[src/rtl/cwt_pkg.sv]
package cwt_pkg;

  typedef enum logic [1:0] {
    MODE_FREE  = 2'd0,
    MODE_PHASE = 2'd1,
    MODE_CTC   = 2'd2,
    MODE_FAST  = 2'd3
  } cwt_mode_e;

  typedef enum logic [1:0] {
    ACT_NONE   = 2'd0,
    ACT_TOGGLE = 2'd1,
    ACT_CLEAR  = 2'd2,
    ACT_SET    = 2'd3
  } cwt_act_e;

  localparam int CTRL_W    = 8;
  localparam int FORCE_BIT = 7;
  localparam int MODE0_BIT = 6;
  localparam int CODE_HI   = 5;
  localparam int CODE_LO   = 4;
  localparam int MODE1_BIT = 3;

  function automatic cwt_mode_e mode_of(input logic [CTRL_W-1:0] c);
    return cwt_mode_e'({c[MODE1_BIT], c[MODE0_BIT]});
  endfunction

  function automatic logic is_pwm(input cwt_mode_e m);
    return (m == MODE_PHASE) || (m == MODE_FAST);
  endfunction

endpackage

[src/rtl/cwt_ctrl_reg.sv]
module cwt_ctrl_reg
  import cwt_pkg::*;
(
  input  logic              clk_i,
  input  logic              rst_ni,
  input  logic              we_i,
  input  logic [CTRL_W-1:0] wdata_i,
  output logic [CTRL_W-1:0] ctrl_o,
  output cwt_mode_e         mode_o,
  output logic [1:0]        code_o,
  output logic              force_o,
  output logic [1:0]        force_code_o
);

  logic [CTRL_W-2:0] stored_q;

  always_ff @(posedge clk_i or negedge rst_ni) begin
    if (!rst_ni) begin
      stored_q <= '0;
    end else if (we_i) begin
      stored_q <= wdata_i[CTRL_W-2:0];
    end
  end

  // The strobe bit is never stored, so it reads back as zero.
  assign ctrl_o       = {1'b0, stored_q};
  assign mode_o       = mode_of(ctrl_o);
  assign code_o       = ctrl_o[CODE_HI:CODE_LO];
  // Force is judged on the mode being written in the same access.
  assign force_o      = we_i && wdata_i[FORCE_BIT] && !is_pwm(mode_of(wdata_i));
  assign force_code_o = wdata_i[CODE_HI:CODE_LO];

endmodule

[src/rtl/cwt_counter.sv]
module cwt_counter
  import cwt_pkg::*;
#(
  parameter int W = 8
) (
  input  logic         clk_i,
  input  logic         rst_ni,
  input  logic         step_i,
  input  logic         load_i,
  input  logic [W-1:0] load_val_i,
  input  cwt_mode_e    mode_i,
  input  logic [W-1:0] cmp_act_i,
  output logic [W-1:0] cnt_o,
  output logic         at_max_o,
  output logic         up_phase_o,
  output logic         blocked_o,
  output logic         ovf_ev_o
);

  localparam logic [W-1:0] MAXV = {W{1'b1}};
  localparam logic [W-1:0] ONE  = {{(W-1){1'b0}}, 1'b1};

  logic [W-1:0] cnt_q, cnt_nxt;
  logic         dir_up_q, dir_up_nxt;
  logic         block_q;
  logic         at_zero;

  assign at_zero  = (cnt_q == '0);
  assign at_max_o = (cnt_q == MAXV);

  always_comb begin
    cnt_nxt    = cnt_q + ONE;
    dir_up_nxt = 1'b1;
    unique case (mode_i)
      MODE_CTC: begin
        if (cnt_q == cmp_act_i) cnt_nxt = '0;
      end
      MODE_PHASE: begin
        dir_up_nxt = dir_up_q;
        if (dir_up_q) begin
          if (at_max_o) begin
            cnt_nxt    = cnt_q - ONE;
            dir_up_nxt = 1'b0;
          end
        end else if (at_zero) begin
          dir_up_nxt = 1'b1;
        end else begin
          cnt_nxt = cnt_q - ONE;
        end
      end
      default: ;
    endcase
  end

  always_ff @(posedge clk_i or negedge rst_ni) begin
    if (!rst_ni) begin
      cnt_q    <= '0;
      dir_up_q <= 1'b1;
      block_q  <= 1'b0;
    end else begin
      if (load_i) begin
        cnt_q   <= load_val_i;
        block_q <= 1'b1;
      end else if (step_i) begin
        cnt_q   <= cnt_nxt;
        block_q <= 1'b0;
      end
      if (mode_i != MODE_PHASE) begin
        dir_up_q <= 1'b1;
      end else if (step_i && !load_i) begin
        dir_up_q <= dir_up_nxt;
      end
    end
  end

  // A match counts as up-counting when the next step moves upward.
  assign up_phase_o = (mode_i != MODE_PHASE) || at_zero || (dir_up_q && !at_max_o);
  assign blocked_o  = block_q;
  assign cnt_o      = cnt_q;
  assign ovf_ev_o   = step_i && ((mode_i == MODE_PHASE) ? (!dir_up_q && at_zero) : at_max_o);

endmodule

[src/rtl/cwt_compare.sv]
module cwt_compare
  import cwt_pkg::*;
#(
  parameter int W = 8
) (
  input  logic         clk_i,
  input  logic         rst_ni,
  input  logic         we_i,
  input  logic [W-1:0] wdata_i,
  input  cwt_mode_e    mode_i,
  input  logic         upd_pt_i,
  output logic [W-1:0] cmp_buf_o,
  output logic [W-1:0] cmp_act_o
);

  logic [W-1:0] buf_q, act_q, incoming;

  assign incoming = we_i ? wdata_i : buf_q;

  always_ff @(posedge clk_i or negedge rst_ni) begin
    if (!rst_ni) begin
      buf_q <= '0;
      act_q <= '0;
    end else begin
      if (we_i) buf_q <= wdata_i;
      // Non-PWM: the active value follows writes at once.
      // PWM: it moves only at the update point after 0xFF.
      if (!is_pwm(mode_i) || upd_pt_i) act_q <= incoming;
    end
  end

  assign cmp_buf_o = buf_q;
  assign cmp_act_o = act_q;

endmodule

[src/rtl/cwt_wave.sv]
module cwt_wave
  import cwt_pkg::*;
(
  input  logic       clk_i,
  input  logic       rst_ni,
  input  cwt_mode_e  mode_i,
  input  logic [1:0] code_i,
  input  logic       step_i,
  input  logic       at_max_i,
  input  logic       match_ev_i,
  input  logic       up_phase_i,
  input  logic       top_special_i,
  input  logic       force_i,
  input  logic [1:0] force_code_i,
  output logic       wave_o
);

  cwt_act_e act;
  logic     wave_q;
  logic     noninv;

  assign noninv = (code_i == 2'b10);

  always_comb begin
    act = ACT_NONE;
    if (force_i) begin
      act = cwt_act_e'(force_code_i);
    end else begin
      unique case (mode_i)
        MODE_FREE, MODE_CTC: begin
          if (match_ev_i) act = cwt_act_e'(code_i);
        end
        MODE_FAST: begin
          if (code_i[1]) begin
            if (step_i && at_max_i)  act = noninv ? ACT_SET : ACT_CLEAR;
            else if (match_ev_i)     act = noninv ? ACT_CLEAR : ACT_SET;
          end
        end
        MODE_PHASE: begin
          if (code_i[1]) begin
            if (step_i && at_max_i && top_special_i) act = noninv ? ACT_SET : ACT_CLEAR;
            else if (match_ev_i) begin
              if (up_phase_i) act = noninv ? ACT_CLEAR : ACT_SET;
              else            act = noninv ? ACT_SET : ACT_CLEAR;
            end
          end
        end
        default: ;
      endcase
    end
  end

  always_ff @(posedge clk_i or negedge rst_ni) begin
    if (!rst_ni) begin
      wave_q <= 1'b0;
    end else begin
      unique case (act)
        ACT_TOGGLE: wave_q <= !wave_q;
        ACT_CLEAR:  wave_q <= 1'b0;
        ACT_SET:    wave_q <= 1'b1;
        default:    ;
      endcase
    end
  end

  assign wave_o = wave_q;

endmodule

[src/rtl/cwt_timer.sv]
module cwt_timer
  import cwt_pkg::*;
#(
  parameter int W = 8
) (
  input  logic              clk_i,
  input  logic              rst_ni,
  input  logic              tick_i,
  input  logic              ctrl_we_i,
  input  logic [CTRL_W-1:0] ctrl_wdata_i,
  input  logic              cnt_we_i,
  input  logic [W-1:0]      cnt_wdata_i,
  input  logic              cmp_we_i,
  input  logic [W-1:0]      cmp_wdata_i,
  output logic [CTRL_W-1:0] ctrl_o,
  output logic [W-1:0]      cnt_o,
  output logic [W-1:0]      cmp_o,
  output logic              wave_o,
  output logic              wave_oe_o,
  output logic              match_o,
  output logic              ovf_o
);

  localparam logic [W-1:0] MAXV = {W{1'b1}};

  cwt_mode_e    mode;
  logic [1:0]   code, force_code;
  logic         force_stb;
  logic         step;
  logic [W-1:0] cnt, cmp_act;
  logic         at_max, up_phase, blocked, ovf_ev;
  logic         top_special, match_ev;
  logic         match_q, ovf_q;

  // A count write wins over a tick in the same cycle.
  assign step = tick_i && !cnt_we_i;

  cwt_ctrl_reg u_ctrl (
    .clk_i        (clk_i),
    .rst_ni       (rst_ni),
    .we_i         (ctrl_we_i),
    .wdata_i      (ctrl_wdata_i),
    .ctrl_o       (ctrl_o),
    .mode_o       (mode),
    .code_o       (code),
    .force_o      (force_stb),
    .force_code_o (force_code)
  );

  cwt_counter #(.W(W)) u_cnt (
    .clk_i      (clk_i),
    .rst_ni     (rst_ni),
    .step_i     (step),
    .load_i     (cnt_we_i),
    .load_val_i (cnt_wdata_i),
    .mode_i     (mode),
    .cmp_act_i  (cmp_act),
    .cnt_o      (cnt),
    .at_max_o   (at_max),
    .up_phase_o (up_phase),
    .blocked_o  (blocked),
    .ovf_ev_o   (ovf_ev)
  );

  // The buffer update point is the step taken at 0xFF in both PWM modes:
  // the top of the dual slope, and the wrap to the bottom for single slope.
  cwt_compare #(.W(W)) u_cmp (
    .clk_i     (clk_i),
    .rst_ni    (rst_ni),
    .we_i      (cmp_we_i),
    .wdata_i   (cmp_wdata_i),
    .mode_i    (mode),
    .upd_pt_i  (step && at_max),
    .cmp_buf_o (cmp_o),
    .cmp_act_o (cmp_act)
  );

  assign top_special = (cmp_act == MAXV) && code[1];
  assign match_ev    = step && (cnt == cmp_act) && !blocked &&
                       !(is_pwm(mode) && top_special);

  cwt_wave u_wave (
    .clk_i         (clk_i),
    .rst_ni        (rst_ni),
    .mode_i        (mode),
    .code_i        (code),
    .step_i        (step),
    .at_max_i      (at_max),
    .match_ev_i    (match_ev),
    .up_phase_i    (up_phase),
    .top_special_i (top_special),
    .force_i       (force_stb),
    .force_code_i  (force_code),
    .wave_o        (wave_o)
  );

  always_ff @(posedge clk_i or negedge rst_ni) begin
    if (!rst_ni) begin
      match_q <= 1'b0;
      ovf_q   <= 1'b0;
    end else begin
      match_q <= match_ev;
      ovf_q   <= ovf_ev;
    end
  end

  assign cnt_o     = cnt;
  assign match_o   = match_q;
  assign ovf_o     = ovf_q;
  assign wave_oe_o = (code != 2'b00) && !(is_pwm(mode) && code == 2'b01);

endmodule

[config.mk]
export PLATFORM = sky130hd
export DESIGN_NAME = cwt_timer
export DESIGN_NICKNAME = d
export VERILOG_FILES = /design/src/rtl/cwt_pkg.sv /design/src/rtl/cwt_ctrl_reg.sv /design/src/rtl/cwt_counter.sv /design/src/rtl/cwt_compare.sv /design/src/rtl/cwt_wave.sv /design/src/rtl/cwt_timer.sv
export SDC_FILE = /design/constraint.sdc
export NUM_CORES = 1
export LEC_CHECK = 0
export ABC_AREA = 1
export BUFFER_PORTS_ARGS = -buffer_cell sky130_fd_sc_hd__buf_2
export CORE_MARGIN = 1
export CORE_UTILIZATION = 50
export DETAILED_ROUTE_END_ITERATION = 8
export PLACE_DENSITY_LB_ADDON = 0.2
export SETUP_SLACK_MARGIN = 0.2
export SLEW_MARGIN = 10
export SYNTH_ARGS = -nofsm -noshare
export SYNTH_HDL_FRONTEND = slang
export SYNTH_HIERARCHICAL = 1
export SYNTH_SLANG_ARGS = --single-unit
[constraint.sdc]
create_clock -name clk_i -period 2.1 [get_ports clk_i]
set_clock_uncertainty 0.2 [all_clocks]
set_input_delay 0.525 -clock clk_i [delete_from_list [all_inputs] [get_ports clk_i]]
set_output_delay 0.525 -clock clk_i [all_outputs]
set_load 0.05 [all_outputs]
==> impl_metrics.ini, run 1 <==
[clock_network]
cts.sinks = 36
clk_path_buf_depth = 2
numCtsBuffers = 5
clk_pin_slew_ns = 0.07
cts_tree = done
clk_latency_ns = 0.29
root_buffer = clkbuf_8
h-tree-depth = 2

[yosys]
async_flop_share_pct = 100.0
synthSimpleGateAreaFrac_pct = 39.54
synth_xor_area_share_pct = 5.072
synth_area_leader_cell = dfrtp_1
syn-num-nets = 437
ys_ff_latch = 36
yosys.cell_count.top_type = nand2_1
yosys_most_used_dff = dfrtp_1
synth_commonest_cells = nand2_1 (156), inv_1 (62), dfrtp_1 (35)
synth_top_family_by_area = simple AND/OR/NAND/NOR gates
synthCells = 402
yosys_warnings = 6
synth-compound-area-share_pct = 5.027
synthMuxAreaShare_pct = 0
synth_edf_count = 0
synth.distinct_cells = 37
avgSynthCellArea_sq_um = 6.872
synth_area_sq_um = 2763
synth-seq-area-share_pct = 32.65
synth_top_area_share_pct = 31.70
synth_fa_ha_area_share_pct = 2.264
synth.area.top_cells = dfrtp_1 (32%), nand2_1 (21%), inv_1 (8.4%), nand3_1 (4.5%), xor2_1 (2.9%)

[worst_setup_path]
worstPathArrival_ns = 2.11
cp_slowest_cell = dfrtp_4
crit_top_cell = nand2_1
crit_family = simple AND/OR/NAND/NOR gates
critPathKind = flop to flop
endpoint_kind = flop
cp_slowest_stage_delay_ns = 0.54
start_kind = flop
critPathRequiredTime_ns = 2.09
path_max_fanout = 7
crit_path_cell_trace = nand2_2 > nand2_1 > nor2_2 > nand3_2 > nor3_4 > nand2_1 > nand2_1 > nand3b_1 > nand2_1 > inv_1 > nand2_1 > nand2_1 > nand3_1 > nand2_1
worst-path-buf-inv = 1

[pwr]
peakVddDrop_mv = 0.4351
p_total_mw = 2.492
p_int_mw = 1.493
p_sw_share_pct = 40.10
powerDensity_nw_per_um2 = 677.7
p_comb_share_pct = 40.3
power.leakage_nw = 2.013
power_switching_mw = 0.9994
power_frac_seq_pct = 35.4
power_frac_clock_pct = 24.4

[cells_and_area]
fin_cells = 558
fin_util_pct = 70.65
area_delta_synth_final_pct = 33.11
antenna_cells = 0
layout.nets = 522
drive_gt1_share_pct = 39.14
fillCellCount = 427

[job]
drv_cap = 0

[detailed_routing]
first_pass_iters = 5
avgRoutedWirePerCell_um = 13.12
routed_via_density = 5.004
routed_wl_um = 7320
num_vias = 2792
drc_errors = 0
antenna_left = 0
drtIter0Drc = 159

[global_route]
grt_pass1_wl_um = 11290
grt_usage_pct = 24.32
grt_pass1_vias = 2537
grt_max_degree = 22
grt_antenna_before_repair = 0
grt-ovfl-total = 0

[sta]
setup_slack_ns = -0.01785
rsz0062_at_grt = true
min_period_ns = 2.118
hold_viol = 0
fin_crit_sh_pct = 100.9
whs_ns = 0.2322
setup_viol = 1
final-max-slew-violation-count = 0
setup_tns_ns = -0.01785
fmax_mhz = 472.2

[floorplanning]
die_h_um = 76.33
ios = 58
die-area_sq_um = 5826
core_sq_um = 5205
start_util_pct = 53.08
die_x_um = 76.33
rows = 26

[place]
globalplace.congestion = 0.8971
io_buffers = 56
dp_hpwl_um = 4810
dp_cells = 523

[min_path]
holdCritPathClass = input port to flop

[run_status]
violations = negative setup slack
status = finished, violations left
## kinds of logic (layout without fill, tap and decap cells)
| kind of cell | after synthesis | in the layout |
|---|---|---|
| buf+inv | 85 | 171 |
| other cells | 1 | 1 |
| simple gates | 237 | 237 |
| xor+xnor | 16 | 16 |
| fa+ha+maj | 5 | 5 |
| compound gates | 22 | 22 |
| flops | 36 | 36 |
## layout by cell type (no fill, tap or decap), types with 8 or more instances in the layout
master and n:
nand2_1 145, inv_1 54, buf_2 53, buf_4 33, dfrtp_1 25, nor2_1 16
nand3_2 15, nand2_2 14, nand3_1 11, dfrtp_2 9, inv_2 8, and2_1 8
xor2_1 8
## power groups by stage
stage	registers, mW	logic (mW)	clock network [mW]
3_5_place_dp	0.913	0.797	0
5_1_grt	0.899	1.09	0.652
4_1_cts	0.884	0.867	0.623
2_1_floorplan	1.03	0.498	0
6_report	0.882	1.00	0.607
3_3_place_gp	0.911	0.787	0
## sequential cells by signal (all words and copies together), names as in the netlist
register / cells
u_cmp/cmp_act_o: 8
u_cmp/cmp_buf_o: 8
u_cnt/cnt_o: 8
u_ctrl/stored_q: 7
match_o: 1
ovf_o: 1
u_cnt/blocked_o: 1
u_cnt/dir_up_q: 1
u_wave/wave_o: 1
## path summary, 6_finish.rpt
path                                          from            endpoint  slack, ns  cells past startpoint
worst max-delay path                u_cnt/cnt_o[0]       u_wave/wave_o      -0.02                     14
worst min-delay path               ctrl_wdata_i[1]  u_ctrl/stored_q[1]       0.23                      3
worst max register to register      u_cnt/cnt_o[0]       u_wave/wave_o      -0.02                     14
worst min register to register  u_ctrl/stored_q[0]  u_ctrl/stored_q[0]       0.27                      2
max in group asynchronous                   rst_ni      u_cnt/dir_up_q       0.60                      3
min in group asynchronous                   rst_ni  u_cmp/cmp_act_o[3]       0.52                      2
## through the flow
stage	cell area (sq um)	setup slack, ns
floorplan	2820	0.09402
global placement	3126	0.08376
detailed placement	3126	-0.02533
CTS	3390	0.1104
global route	3677	-0.09794
finish	3677	-0.01785
## worst min-delay path, delay by kind of cell
kind,cells,cell delay [ns]
buffers and inverters,1,0.07
AND/OR/NAND/NOR,2,0.09
## what timing repair did
item / CTS / global route
hold buffers: 1 / 0
pin swaps: 3 / 36
gates resized for setup: 6 / 55
setup endpoints to repair: 13 / 19
endpoints found under the hold margin: 19 / 0
setup buffers: 15 / 11
## layout make-up
| cell class | instances | area [sq um] | area share [%] |
|---|---|---|---|
| well taps | 70 | 87.58 | 2.382 |
| multi-input cells | 281 | 1667 | 45.32 |
| flip-flops and latches | 36 | 917.1 | 24.94 |
| clock inverters | 3 | 42.54 | 1.157 |
| repair buffers | 93 | 599.3 | 16.30 |
| clock buffers | 5 | 68.82 | 1.871 |
| inverters | 70 | 295.3 | 8.030 |
## layer usage
| metal | up-vias | track usage, % | part of all wire, % |
|---|---|---|---|
| li1 | 1368 | - | - |
| met1 | 1298 | 29.73 | 42 |
| met2 | 108 | 42.61 | 51 |
| met3 | 18 | 4.671 | 5.3 |
| met4 | 0 | 8.269 | 2.0 |
| met5 | - | 0 | 0 |
(Power assumes the default switching activity.)
==> run 2, diff against run 1 <==
--- a/config.mk
+++ b/config.mk
@@ -7,6 +7,7 @@
 export LEC_CHECK = 0
 export ABC_AREA = 1
 export BUFFER_PORTS_ARGS = -buffer_cell sky130_fd_sc_hd__buf_2
+export CAP_MARGIN = 5
 export CORE_MARGIN = 1
 export CORE_UTILIZATION = 50
 export DETAILED_ROUTE_END_ITERATION = 8
==> constraint.sdc (replaced) <==
create_clock -name clk_i -period 2.2 [get_ports clk_i]
set_clock_uncertainty 0.2 [all_clocks]
set_input_delay 0.55 -clock clk_i [delete_from_list [all_inputs] [get_ports clk_i]]
set_output_delay 0.55 -clock clk_i [all_outputs]
set_load 0.05 [all_outputs]
==> run 2 against run 1 <==
- the flow now finishes without violations
- clock power is 23% lower
- sequential share of layout area up 1.5 points
- setup slack improved by 0.18 ns
- register-to-register slack improved by 0.18 ns
- hold slack got worse by 0.13 ns
- count of clock-buffer cells in the layout grew 1
- via count down 4.8%
- critical endpoint unchanged
- wire length down 6.3%
- cell count shrank 0.72%
- die area unchanged
==> impl_metrics.ini, run 2 (same netlist as run 1, synthesis figures left out) <==
[run_status]
status = finished, final reports clean

[worst_setup_path]
path_max_fanout = 8
r2r_slack_ns = 0.17
cp-endpoint = u_wave/wave_o
critPathRequiredTime_ns = 2.18
start_kind = flop
r2r-start = u_cnt/cnt_o[7]
ff2ff_path_depth = 16
critPathKind = flop to flop
r2r-end = u_wave/wave_o
worstPathArrival_ns = 2.01
endpoint_kind = flop
startpoint = u_cnt/cnt_o[7]

[clock_network]
clk_path_buf_depth = 2
cts_tree = done
clk_latency_ns = 0.29
cts.sinks = 36
numCtsBuffers = 5
clk_pin_slew_ns = 0.07
root_buffer = clkbuf_8
h-tree-depth = 2
cts_hold_buf = 0

[global_route]
top_usage_layer = met2
grt_max_degree = 37
grt_pass1_wl_um = 11700
grt_antenna_before_repair = 0
grt.met3_usage_pct = 4.790
gr-usage-met2_pct = 44.14
grt_usage_pct = 25.35
grt_pass1_vias = 2579
grt-ovfl-total = 0
grtUsageMet1_pct = 30.00

[floorplanning]
die_x_um = 76.33
ios = 58
start_util_pct = 53.08
die_h_um = 76.33
core_sq_um = 5205
die-area_sq_um = 5826
rows = 26

[detailed_routing]
drc_errors = 0
routed_via_density = 4.798
num_vias = 2658
drtIter0Drc = 121
first_pass_iters = 4
antenna_left = 0
routed_wl_um = 6862
avgRoutedWirePerCell_um = 12.39

[cells_and_area]
final_cell_mix = nand2_1 (154), inv_1 (58), buf_2 (55), buf_4 (28), dfrtp_1 (25)
drive_gt1_share_pct = 32.02
fin_area_sq_um = 3457
area_delta_synth_final_pct = 25.14
layout_commonest_cell = nand2_1
antenna_cells = 0
layout.nets = 518
fillCellCount = 455

[sta]
fmax_mhz = 491.4
setup_viol = 0
fin_crit_sh_pct = 92.50
rsz0062_at_grt = true
hold_viol = 0
setup_tns_ns = 0
final-max-slew-violation-count = 0
min_period_ns = 2.035

[pwr]
powerDensity_nw_per_um2 = 632.3
peakVddDrop_mv = 0.4809
power.leakage_nw = 1.948
power_switching_mw = 0.9131
power_frac_clock_pct = 21.3
p_int_mw = 1.273
power_frac_seq_pct = 38.6
p_sw_share_pct = 41.77
p_comb_share_pct = 40.1

[place]
globalplace.congestion = 0.9236
io_buffers = 56
dp_hpwl_um = 4726
place_area_sq_um = 3065

[job]
drv_cap = 0

[min_path]
holdCritPathClass = input port to asynchronous set/reset pin
[run 2: cell types whose count changed in the layout (fill, tap and decap cells not counted), moves of 3 or more]
cell     delta
inv_1       +4
nand2_1     +9
nand3_2    -11
nand3_1    +12
nand2_2     -6
inv_4       -4
nand2_4     -3
buf_4       -5
[run 2: timing repair]
action                                  CTS  global route
cloned                                    0             0
endpoints found under the setup margin    7            16
pin swaps                                 8             4
setup buffers                            21             4
resized for setup                        11            19
[run 2: worst min path at each step]
| stage | to | slack, ns | cells past startpoint |
|---|---|---|---|
| 2_1_floorplan | match_o | 0.05 | 0 |
| 4_1_cts | u_cmp/cmp_buf_o[5] | 0.10 | 2 |
| 3_3_place_gp | u_ctrl/stored_q[2] | 0.25 | 2 |
| 5_1_grt | u_cmp/cmp_buf_o[0] | 0.14 | 2 |
| 3_5_place_dp | u_cnt/blocked_o | 0.27 | 2 |
| 6_report | u_cmp/cmp_buf_o[0] | 0.1 | 2 |
[run 2: power by group through the flow]
| stage | Clock (mW) | Sequential (mW) | Combinational (mW) |
|---|---|---|---|
| 3_5_place_dp | 0 | 0.869 | 0.748 |
| 4_1_cts | 0.474 | 0.838 | 0.844 |
| 3_3_place_gp | 0 | 0.868 | 0.736 |
| 6_report | 0.465 | 0.843 | 0.878 |
| 2_1_floorplan | 0 | 0.981 | 0.465 |
| 5_1_grt | 0.511 | 0.857 | 0.965 |
[run 2: worst max-delay path: stages (launching register included)]
cell     delay (ns)
dfrtp_2        0.45
buf_4          0.19
nand2_1        0.06
nor2_1         0.11
nand2_1        0.10
nand2_2        0.10
nand2_4        0.07
inv_6          0.09
nand2_1        0.08
nand2_1        0.07
nand2_1        0.05
nand3_1        0.08
nand2_1        0.06
nand2_1        0.07
nand2_1        0.05
nand2_1        0.05
nand2_1        0.05
[run 2: final cells by class]
class / count / area [sq um] / area share [%]
Multi-Input combinational cell: 281 / 1515 / 43.83
Inverter: 70 / 285.3 / 8.252
Timing Repair Buffer: 89 / 569.3 / 16.47
Tap cell: 70 / 87.58 / 2.533
Clock inverter: 2 / 12.51 / 0.3619
Clock buffer: 6 / 72.57 / 2.099
Sequential cell: 36 / 914.6 / 26.46
[run 2: routing by layer]
metal	share of wire, %	vias to the layer above
met3	4.6	18
met4	2.9	0
met2	49	65
li1	-	1362
met1	44	1213
met5	0	-
[run 2: per-stage QoR]
stage | utilization, % | worst slack, ns | hold slack, ns | total power, mW | std cells
final | 66.42 | 0.1650 | 0.09800 | 2.186 | 554
after global routing | 66.42 | 0.0003546 | 0.1355 | 2.333 | 554
after CTS | 64.40 | 0.1863 | 0.1031 | 2.156 | 550
after detailed placement | 58.89 | 0.04791 | 0.2716 | 1.617 | 521
after global placement | 58.89 | 0.1211 | 0.2539 | 1.604 | 521
after floorplan | - | 0.1246 | 0.05441 | 1.447 | 402
